[src/rtl/rgb_pwm_pkg.sv]
package rgb_pwm_pkg;
    typedef enum logic [1:0] {
        ST_IDLE = 2'd0,
        ST_LOAD = 2'd1,
        ST_RUN  = 2'd2
    } pwm_state_e;
endpackage

[src/rtl/pwm_seq_fsm.sv]
module pwm_seq_fsm
    import rgb_pwm_pkg::*;
#(
    parameter int PERIOD = 4095,
    parameter int CNT_W  = $clog2(PERIOD)
) (
    input  logic             clk,
    input  logic             rst_n,
    input  logic             run_en,
    output pwm_state_e       st,
    output logic [CNT_W-1:0] cnt,
    output logic             load_o,
    output logic             active_o
);
    localparam logic [CNT_W-1:0] LAST = CNT_W'(PERIOD - 1);

    pwm_state_e st_nxt;
    logic       wrap;

    assign wrap = (cnt == LAST);

    // next-state decode
    always_comb begin
        unique case (st)
            ST_IDLE: st_nxt = run_en ? ST_LOAD : ST_IDLE;  // start
            ST_LOAD: st_nxt = run_en ? ST_RUN  : ST_IDLE;  // go / stop
            ST_RUN:  st_nxt = run_en ? ST_RUN  : ST_IDLE;  // stop
            default: st_nxt = ST_IDLE;
        endcase
    end

    // state register
    always_ff @(posedge clk or negedge rst_n) begin
        if (!rst_n) st <= ST_IDLE;
        else        st <= st_nxt;
    end

    // period counter: runs only while staying in ST_RUN
    always_ff @(posedge clk or negedge rst_n) begin
        if (!rst_n)                      cnt <= '0;
        else if (st == ST_RUN && run_en) cnt <= wrap ? '0 : cnt + 1'b1;
        else                             cnt <= '0;
    end

    // state-derived outputs
    always_comb begin
        load_o   = 1'b0;
        active_o = 1'b0;
        unique case (st)
            ST_IDLE: ;
            ST_LOAD: load_o = 1'b1;
            ST_RUN: begin
                active_o = 1'b1;
                load_o   = wrap && run_en;
            end
            default: ;
        endcase
    end
endmodule

[src/rtl/pwm_chan.sv]
module pwm_chan #(
    parameter int DUTY_W = 12,
    parameter int CNT_W  = 12
) (
    input  logic              clk,
    input  logic              rst_n,
    input  logic              load,
    input  logic              active,
    input  logic              pol,
    input  logic [DUTY_W-1:0] duty,
    input  logic [CNT_W-1:0]  cnt,
    output logic [DUTY_W-1:0] shadow,
    output logic              out
);
    localparam int CMP_W = (DUTY_W > CNT_W) ? DUTY_W : CNT_W;

    logic on;

    always_ff @(posedge clk or negedge rst_n) begin
        if (!rst_n)    shadow <= '0;
        else if (load) shadow <= duty;
    end

    assign on  = CMP_W'(cnt) < CMP_W'(shadow);
    assign out = active ? (on ^ pol) : pol;
endmodule

[src/rtl/tick_divider.sv]
module tick_divider #(
    parameter int DIV = 25087
) (
    input  logic clk,
    input  logic rst_n,
    output logic tick
);
    localparam int TW = $clog2(DIV);
    localparam logic [TW-1:0] LAST = TW'(DIV - 1);

    logic [TW-1:0] cnt;

    always_ff @(posedge clk or negedge rst_n) begin
        if (!rst_n)           cnt <= '0;
        else if (cnt == LAST) cnt <= '0;
        else                  cnt <= cnt + 1'b1;
    end

    assign tick = (cnt == LAST);
endmodule

[src/rtl/rgb_pwm_gen.sv]
module rgb_pwm_gen
    import rgb_pwm_pkg::*;
#(
    parameter int DUTY_W     = 12,
    parameter int PERIOD     = 4095,
    parameter int SAMPLE_DIV = 25087
) (
    input  logic              clk,
    input  logic              rst_n,
    input  logic              run_en,
    input  logic              active_low,
    input  logic [DUTY_W-1:0] duty_r,
    input  logic [DUTY_W-1:0] duty_g,
    input  logic [DUTY_W-1:0] duty_b,
    output logic              pwm_r,
    output logic              pwm_g,
    output logic              pwm_b,
    output logic              sample_tick
);
    localparam int NCH   = 3;
    localparam int CNT_W = $clog2(PERIOD);

    pwm_state_e                  st;
    logic [CNT_W-1:0]            cnt;
    logic                        load;
    logic                        active;
    logic [NCH-1:0][DUTY_W-1:0]  duty_vec;
    logic [NCH-1:0][DUTY_W-1:0]  shadow_q;
    logic [NCH-1:0]              pwm_vec;

    assign duty_vec = {duty_b, duty_g, duty_r};

    pwm_seq_fsm #(.PERIOD(PERIOD), .CNT_W(CNT_W)) u_seq (
        .clk      (clk),
        .rst_n    (rst_n),
        .run_en   (run_en),
        .st       (st),
        .cnt      (cnt),
        .load_o   (load),
        .active_o (active)
    );

    for (genvar c = 0; c < NCH; c++) begin : g_ch
        pwm_chan #(.DUTY_W(DUTY_W), .CNT_W(CNT_W)) u_ch (
            .clk    (clk),
            .rst_n  (rst_n),
            .load   (load),
            .active (active),
            .pol    (active_low),
            .duty   (duty_vec[c]),
            .cnt    (cnt),
            .shadow (shadow_q[c]),
            .out    (pwm_vec[c])
        );
    end

    tick_divider #(.DIV(SAMPLE_DIV)) u_tick (
        .clk   (clk),
        .rst_n (rst_n),
        .tick  (sample_tick)
    );

    assign pwm_r = pwm_vec[0];
    assign pwm_g = pwm_vec[1];
    assign pwm_b = pwm_vec[2];
endmodule

[config.mk]
export PLATFORM = sky130hd
export DESIGN_NAME = rgb_pwm_gen
export DESIGN_NICKNAME = d
export VERILOG_FILES = /design/src/rtl/rgb_pwm_pkg.sv /design/src/rtl/pwm_seq_fsm.sv /design/src/rtl/pwm_chan.sv /design/src/rtl/tick_divider.sv /design/src/rtl/rgb_pwm_gen.sv
export SDC_FILE = /design/constraint.sdc
export NUM_CORES = 1
export LEC_CHECK = 0
export BUFFER_PORTS_ARGS = -buffer_cell sky130_fd_sc_hd__buf_4
export CORE_ASPECT_RATIO = 0.5
export CORE_MARGIN = 3
export CORE_UTILIZATION = 55
export DETAILED_ROUTE_END_ITERATION = 16
export GPL_TIMING_DRIVEN = 0
export PLACE_DENSITY = 0.76
export SYNTH_ARGS = -nofsm -noshare
export SYNTH_HDL_FRONTEND = slang
export SYNTH_SLANG_ARGS = --single-unit
[constraint.sdc]
create_clock -name clk -period 2.35 [get_ports clk]
set_clock_uncertainty 0.2 [all_clocks]
set_input_delay 0.1175 -clock clk [delete_from_list [all_inputs] [get_ports clk]]
set_output_delay 0.1175 -clock clk [all_outputs]
set_load 0.01 [all_outputs]
-- Word-level counts from Yosys, hierarchy flattened
Index checks and enable logic that the tools add are counted.
- input port bits: 40
- output and inout port bits: 4
- flip-flop bits (word level): 65
- word-level logic and storage cells: 33
- bitwise gates (word level): 3
- reductions and logical operators: 4
- muxes and demuxes: 11
- add/sub/neg operators: 2
- equal/unequal tests: 4
- order comparisons: 3
- operators with widths (cell ; count):
    $lt A12 B12 Y1 ; 3
    $mux W12 ; 2
    $add A15 B1 Y15 const B ; 1
    $eq A15 B15 Y1 const B ; 1
    $mux W15 ; 1
    $add A12 B1 Y12 const B ; 1
    $eq A12 B12 Y1 const B ; 1
    $mux W1 ; 5
    $pmux W2 S2 ; 1
    $xor A1 B1 Y1 ; 3
    $eq A2 B1 Y1 const B ; 1
    $eq A2 B2 Y1 const B ; 1
    $logic_and A1 B1 Y1 ; 2
    $logic_not A2 Y1 ; 1
    $mux W2 ; 1
    $pmux W1 S2 ; 1
    $reduce_or A2 Y1 ; 1

-- Logic depth before layout (Yosys ltp)
Gate-level depths: netlist of the first run.
- depth in word-level cells: 3
- gate-level depth with buffers: 7
- gate-level depth less buffers: 7

-- Hierarchy
From an unflattened synthesis of the first run, not the netlist that was laid out.
- cell total of the unflattened synthesis: 381
- area total of the unflattened synthesis: 3771.1 um^2
- by module, submodules not included (module ; area an instance (um^2) ; sequential area each (um^2) ; instances ; cells each):
    pwm_chan ; 726.9 ; 300.3 ; 3 ; 77
    tick_divider ; 833.3 ; 375.4 ; 1 ; 78
    pwm_seq_fsm ; 757.0 ; 350.3 ; 1 ; 72

-- Least setup slack after synthesis of the first run
Ideal clock, no wire load.
- path kind: reg2reg
- from: register u_seq.cnt[3]
- to: register g_ch[0].u_ch.shadow[0]
- data required time: 2025 ps
- period minus slack after synthesis: 1964 ps
- arrival: 1639 ps
- path slack: 386 ps
- buffers on the path: 1
- stages on the path, launching flop included: 7
- setup time: 125 ps
- cell sequence: dfrtp_1 -> and3_1 -> nand2_2 -> nor4_4 -> o21ai_4 -> buf_6 -> mux2_4
- longest elaborated chain between the ends: 3
- RTL lines (what ; line ; RTL):
    start: declaration ; pwm_seq_fsm.sv:11 ; output logic [CNT_W-1:0] cnt,
    start signal: assignment ; pwm_seq_fsm.sv:41 ; else if (st == ST_RUN && run_en) cnt <= wrap ? '0 : cnt + 1'b1;
    $eq A12 B12 Y1 ; pwm_seq_fsm.sv:20 ; assign wrap = (cnt == LAST);
    $logic_and A1 B1 Y1 ; pwm_seq_fsm.sv:54 ; load_o = wrap && run_en;
    $pmux W1 S2 ; pwm_seq_fsm.sv:49 ; unique case (st)
    end signal: assignment ; pwm_chan.sv:21 ; else if (load) shadow <= duty;
    end: declaration ; pwm_chan.sv:12 ; output logic [DUTY_W-1:0] shadow,
Every way passes these cells.
A chain may end at the register's enable or synchronous reset.

-- Final worst setup path of the first run
- from: register u_seq.cnt[2]
- to: output pwm_r
- longest elaborated chain between the ends: 3
- RTL lines (what ; line ; RTL):
    $lt A12 B12 Y1 ; pwm_chan.sv:24 ; assign on = CMP_W'(cnt) < CMP_W'(shadow);
    $xor A1 B1 Y1 ; pwm_chan.sv:25 ; assign out = active ? (on ^ pol) : pol;
    $mux W1 ; pwm_chan.sv:25 ;
    end: declaration ; rgb_pwm_gen.sv:15 ; output logic pwm_r,
Every way passes these cells.

==> results of run 1 <==
[per-layer routing]
metal / share of wire / up-vias
met5: 0 / -
met4: 0.034 / 0
met3: 0.067 / 38
met2: 0.48 / 114
met1: 0.42 / 1454
li1: - / 1348
[critical path, stage by stage (launching register included)]
cell and delay, ps:
dfrtp_2 430, ha_1 340, a21oi_2 190, o21ai_2 100
a221oi_4 300, o31ai_2 130, xnor2_1 170, buf_4 140
[cell type report]
cell class	count	area, sq um
inverter	38	143
clock buffer	10	229
tap	88	110
fill	355	1180
buffer	6	46.3
multi-input combinational	226	2120
clock inverter	6	82.6
timing repair buffer	89	763
sequential	65	1630
[cells by family after synthesis]
| kind of cell | synth area share |
|---|---|
| buffers and inverters | 0.0504 |
| multiplexers | 0.142 |
| XOR/XNOR | 0.0540 |
| AO/OA/AOI/OAI | 0.0530 |
| flip-flops | 0.436 |
| AND/OR/NAND/NOR | 0.127 |
| adder cells (fa/ha/maj) | 0.138 |
[power breakdown]
group | internal, mW | total (mW) | switching, mW | leakage [nW]
Sequential | 1.45 | 1.67 | 0.218 | 0.808
Combinational | 1.00 | 1.81 | 0.811 | 1.59
Clock | 0.923 | 1.43 | 0.510 | 0.152
[how the worst min path moves through the flow]
stage	cells after the start	from	end
detailed placement	1	rst_n	g_ch[1].u_ch.shadow[8]$_DFFE_PN0P_
finish	2	rst_n	g_ch[0].u_ch.shadow[10]$_DFFE_PN0P_
global route	2	rst_n	g_ch[1].u_ch.shadow[8]$_DFFE_PN0P_
CTS	2	rst_n	g_ch[1].u_ch.shadow[8]$_DFFE_PN0P_
global placement	1	rst_n	g_ch[1].u_ch.shadow[9]$_DFFE_PN0P_
floorplan	0	rst_n	g_ch[0].u_ch.shadow[0]$_DFFE_PN0P_
[Yosys cell counts, types with 4 or more instances]
master / n / area [sq um]
nor2_1: 28 / 105
and3_1: 5 / 31.3
xnor2_1: 13 / 114
inv_1: 38 / 143
nor3_1: 4 / 20.0
nand3_1: 14 / 70.1
ha_1: 41 / 513
mux2_2: 6 / 67.6
o21ai_0: 8 / 40.0
nor2b_1: 6 / 37.5
nand4_1: 8 / 50.1
xor2_1: 10 / 87.6
a21oi_1: 14 / 70.1
mux2_4: 30 / 450
dfrtp_1: 65 / 1630
nand2_1: 16 / 60.1
[flip-flops by register name, indices dropped and copies added (netlist names)]
name              count
g_ch.u_ch.shadow     36
u_seq.cnt            12
u_seq.st              2
u_tick.cnt           15
[through the flow]
step,hold WS (ps),setup TNS [ps]
4_1_cts,257,-4.10
3_3_place_gp,42.6,0
3_5_place_dp,70.2,0
6_report,223,-216
2_1_floorplan,-378,0
5_1_grt,298,-643
[what timing repair did]
| action | in CTS | in global routing |
|---|---|---|
| setup buffers | 3 | 5 |
| setup endpoints to repair | 3 | 9 |
| pin swaps | 6 | 9 |
| hold buffers | 38 | 0 |
| endpoints found under the hold margin | 103 | 0 |
| resized for setup | 23 | 13 |
==> run summary, run 1 <==
final core utilization -> 0.813
die area -> 7860 sq um
final net count -> 516
most common cell after layout, fill and taps aside -> dfrtp_1
Worst Hold Class -> in -> async
Via density -> 5.59
CTS root buf -> clkbuf_16
vias post-DR -> 2954
Total GRT Usage -> 0.257
static leakage -> 2.55 nW
Ports -> 44
GP Congestion -> 0.824
placed cell count -> 466
critical path peak fanout -> 4
post-synthesis net count -> 416
Global Route met3 Usage -> 0.0796
final worst slack -> -89.3 ps
DRC -> 0
port bufs -> 43
ys flop type -> dfrtp_1
Yosys warnings -> 0
commonest non-fill, non-tap cells in the layout -> 59 x dfrtp_1, 51 x buf_4, 38 x inv_1, 38 x dlygate4sd3_1, 33 x ha_1
Slew Limit Headroom -> 0.438
Avg WL per Cell -> 19.2 um
Ant. Diodes -> 0
vias in the first global route -> 3080
Worst EP required -> 2030 ps
critical path type -> reg -> out
Post-synth ARST share -> 1.00
Post-synth EDFFs -> 0
total CTS buffers -> 9
Starting Density -> 0.591
endpoint class of the critical path -> output pin
Initial DRC Count -> 215
final instance area -> 5120 sq um
fin crit share -> 1.04
core area -> 6310 sq um
met2 Resource Use GR -> 0.443
# setup viols final -> 3
TritonCTS clock tree -> done
Area after DPL -> 4160 sq um
DP Worst Slack -> 58.2 ps
GR Util met1 -> 0.309
Fmax -> 410 MHz
Seq cells post-synth -> 65
R2R Path Start -> u_seq.cnt[5]$_DFF_PN0_
clk sinks -> 65
Final Power -> 4.92 mW
max_cap viols -> 0
Worst Setup EP -> pwm_r
Cells after Synth -> 335
Mapped Area -> 3730 sq um
Clock Path Buffers -> 2
CP startpoint -> u_seq.cnt[2]$_DFF_PN0_
initial antenna violation count -> 0
pwr/cell area -> 960 nW/um^2
Area Growth Syn to Fin -> 37.5%
clk_lat worst skew -> 340 ps
pin count of the biggest net entering global routing -> 66
startpoint types -> flip-flop
failing checks -> setup timing
Final Non-Filler Cells -> 528
register area share after synthesis -> 0.436
unrepaired setup endpoints after global routing -> yes
first-pass GRT wire length -> 15.1 mm
status -> finished, violations left
Site Rows -> 20
share of layout cells above drive strength 1 -> 0.314
Netlist cell types -> 32
chip width -> 122 um
setup slack, reg-to-reg -> 40 ps
aggregate global routing overflow -> 0
Slew Limit Fails -> 0
R2R depth -> 7
Worst Tran Pin Value -> 843 ps
drt first pass iters -> 4
Die Ht -> 64.2 um
Most Crowded Layer GR -> met2
Hold Fails Final Rpt -> 0
Synth Area per Inst -> 11.1 sq um
Clock Pin Slew Worst Setup and Hold Paths -> 60 ps
Detail Route Antenna Nets -> 0
Crit Reg-Reg Endpoint -> g_ch[2].u_ch.shadow[8]$_DFFE_PN0P_
dpl hpwl -> 5.45 mm
peak supply drop -> 0.445 mV
H-tree levels -> 3
Tmin final -> 2440 ps
Post-Route WL -> 10.1 mm
crit path DAT -> 2120 ps
Note: power is estimated with default switching activity, not from simulation.
==> inputs of run 2 (changes only) <==
clock period = 2.4 ns   (was 2.35 ns; I/O delays follow)
==> run 2 against run 1 <==
The flow still finishes with violations (setup timing). Worst setup slack improved by 21 ps. Total power fell by 2.2%. Register-to-register slack barely moved. Combinational power fell by 3%. Largest power group unchanged. Utilization barely moved.
==> run summary, run 2 (synthesis results as in run 1) <==
status -> finished, violations left
failing checks -> setup timing
endpoint class of the critical path -> output pin
startpoint types -> flip-flop
Final Power -> 4.81 mW
DRC -> 0
Sum Neg Setup Slack -> -113 ps
Clock Path Buffers -> 2
slowest cell delay on critical path -> 440 ps
critical path peak fanout -> 4
GP Congestion -> 0.824
Site Rows -> 20
Via density -> 5.59
Total GRT Usage -> 0.251
WP buf/inv -> 1
max_cap viols -> 0
Fmax -> 405 MHz
core area -> 6310 sq um
critical path type -> reg -> out
unrepaired setup endpoints after global routing -> yes
TritonCTS clock tree -> done
Top Family by Delay on Critical Path -> compound AO/OA/AOI/OAI gates
static leakage -> 2.55 nW
placed cell count -> 466
R2R Path Start -> u_seq.cnt[5]$_DFF_PN0_
CTS root buf -> clkbuf_16
max reg flops -> 36
first-pass GRT wire length -> 14.8 mm
Crit-path slowest cell -> dfrtp_2
Hold Fails Final Rpt -> 0
Slew Limit Headroom -> 0.453
fin crit share -> 1.03
share of layout cells above drive strength 1 -> 0.319
Ports -> 44
Die Ht -> 64.2 um
CP cell instances -> ha_1 -> a21oi_1 -> o21ai_1 -> a221oi_4 -> o31ai_4 -> xnor2_1 -> buf_4
Detail Route Antenna Nets -> 0
Crit Reg-Reg Endpoint -> g_ch[1].u_ch.shadow[4]$_DFFE_PN0P_
Clock Pin Slew Worst Setup and Hold Paths -> 60 ps
final net count -> 518
Starting Density -> 0.591
final core utilization -> 0.812
clk sinks -> 65
setup slack, reg-to-reg -> 50 ps
WP depth -> 7
worst hold slack -> 223 ps
vias in the first global route -> 3077
Worst Tran Pin Value -> 820 ps
clk_lat worst skew -> 340 ps
chip width -> 122 um
pin count of the biggest net entering global routing -> 66
Fill cells -> 350
Worst EP required -> 2080 ps
most common cell after layout, fill and taps aside -> dfrtp_1
biggest regs -> g_ch.u_ch.shadow: 36 flops, u_tick.cnt: 15 flops, u_seq.cnt: 12 flops
Largest Register -> g_ch.u_ch.shadow
Post-Route WL -> 10.0 mm
final worst slack -> -68.5 ps
Slew Limit Fails -> 0
Worst Hold Class -> in -> async
port bufs -> 43
Initial DRC Count -> 219
vias post-DR -> 2962
Tmin final -> 2470 ps
# setup viols final -> 2
crit path DAT -> 2150 ps
peak supply drop -> 0.474 mV
H-tree levels -> 3
Ant. Diodes -> 0
Area Growth Syn to Fin -> 37.4%
dpl hpwl -> 5.45 mm
pwr/cell area -> 939 nW/um^2
Avg WL per Cell -> 18.9 um
aggregate global routing overflow -> 0
Final Non-Filler Cells -> 530
drt first pass iters -> 5
commonest non-fill, non-tap cells in the layout -> 55 x dfrtp_1, 53 x buf_4, 38 x dlygate4sd3_1
die area -> 7860 sq um
total CTS buffers -> 9
initial antenna violation count -> 0
R2R depth -> 7
run 2: changes by cell type in the layout (fill, tap and decap cells not counted), sizes merged:
| cell | before | now |
|---|---|---|
| buf | 54 | 56 |
run 2: cell type report:
cell class / instances / area, sq um / share of cell area
clock inverters: 6 / 82.6 / 0.0161
inverters: 38 / 143 / 0.0278
well taps: 88 / 110 / 0.0215
multi-input cells: 226 / 2100 / 0.409
repair buffers: 91 / 778 / 0.152
flip-flops and latches: 65 / 1640 / 0.320
plain buffers: 6 / 45.0 / 0.00879
clock buffers: 10 / 229 / 0.0447
run 2: metal layers:
metal  up-vias  track usage  share of wire
met3        22       0.0875          0.068
met5         -            0              0
met1      1480        0.277           0.41
li1       1347            -              -
met4         0        0.119          0.023
met2       113        0.437           0.50
run 2: what timing repair did:
item | CTS | global route
gates cloned | 0 | 0
hold buffers | 38 | 0
pin swaps | 4 | 4
setup buffers | 0 | 10
endpoints found under the setup margin | 3 | 3
endpoints found under the hold margin | 103 | 0
resized for setup | 16 | 22
run 2: how the worst max path moves through the flow:
stage | startpoint | end
after floorplan | u_seq.cnt[3]$_DFF_PN0_ | g_ch[0].u_ch.shadow[0]$_DFFE_PN0P_
after global placement | u_seq.cnt[4]$_DFF_PN0_ | pwm_g
after detailed placement | u_seq.cnt[2]$_DFF_PN0_ | pwm_g
after CTS | u_seq.cnt[4]$_DFF_PN0_ | pwm_g
after global routing | u_seq.cnt[2]$_DFF_PN0_ | pwm_g
final | u_seq.cnt[2]$_DFF_PN0_ | pwm_r
run 2: stage by stage:
step | cell area [sq um] | worst slack [ps]
after floorplan | 3730 | 436
after global routing | 5120 | -145
after detailed placement | 4160 | 106
after CTS | 4940 | -1.28
final | 5120 | -68.5
after global placement | 4160 | 120
run 2: report_power, final:
part	leakage, nW	total [mW]	switching, mW	internal [mW]
Sequential	0.801	1.65	0.226	1.42
Clock	0.152	1.41	0.509	0.904
Combinational	1.59	1.75	0.791	0.955
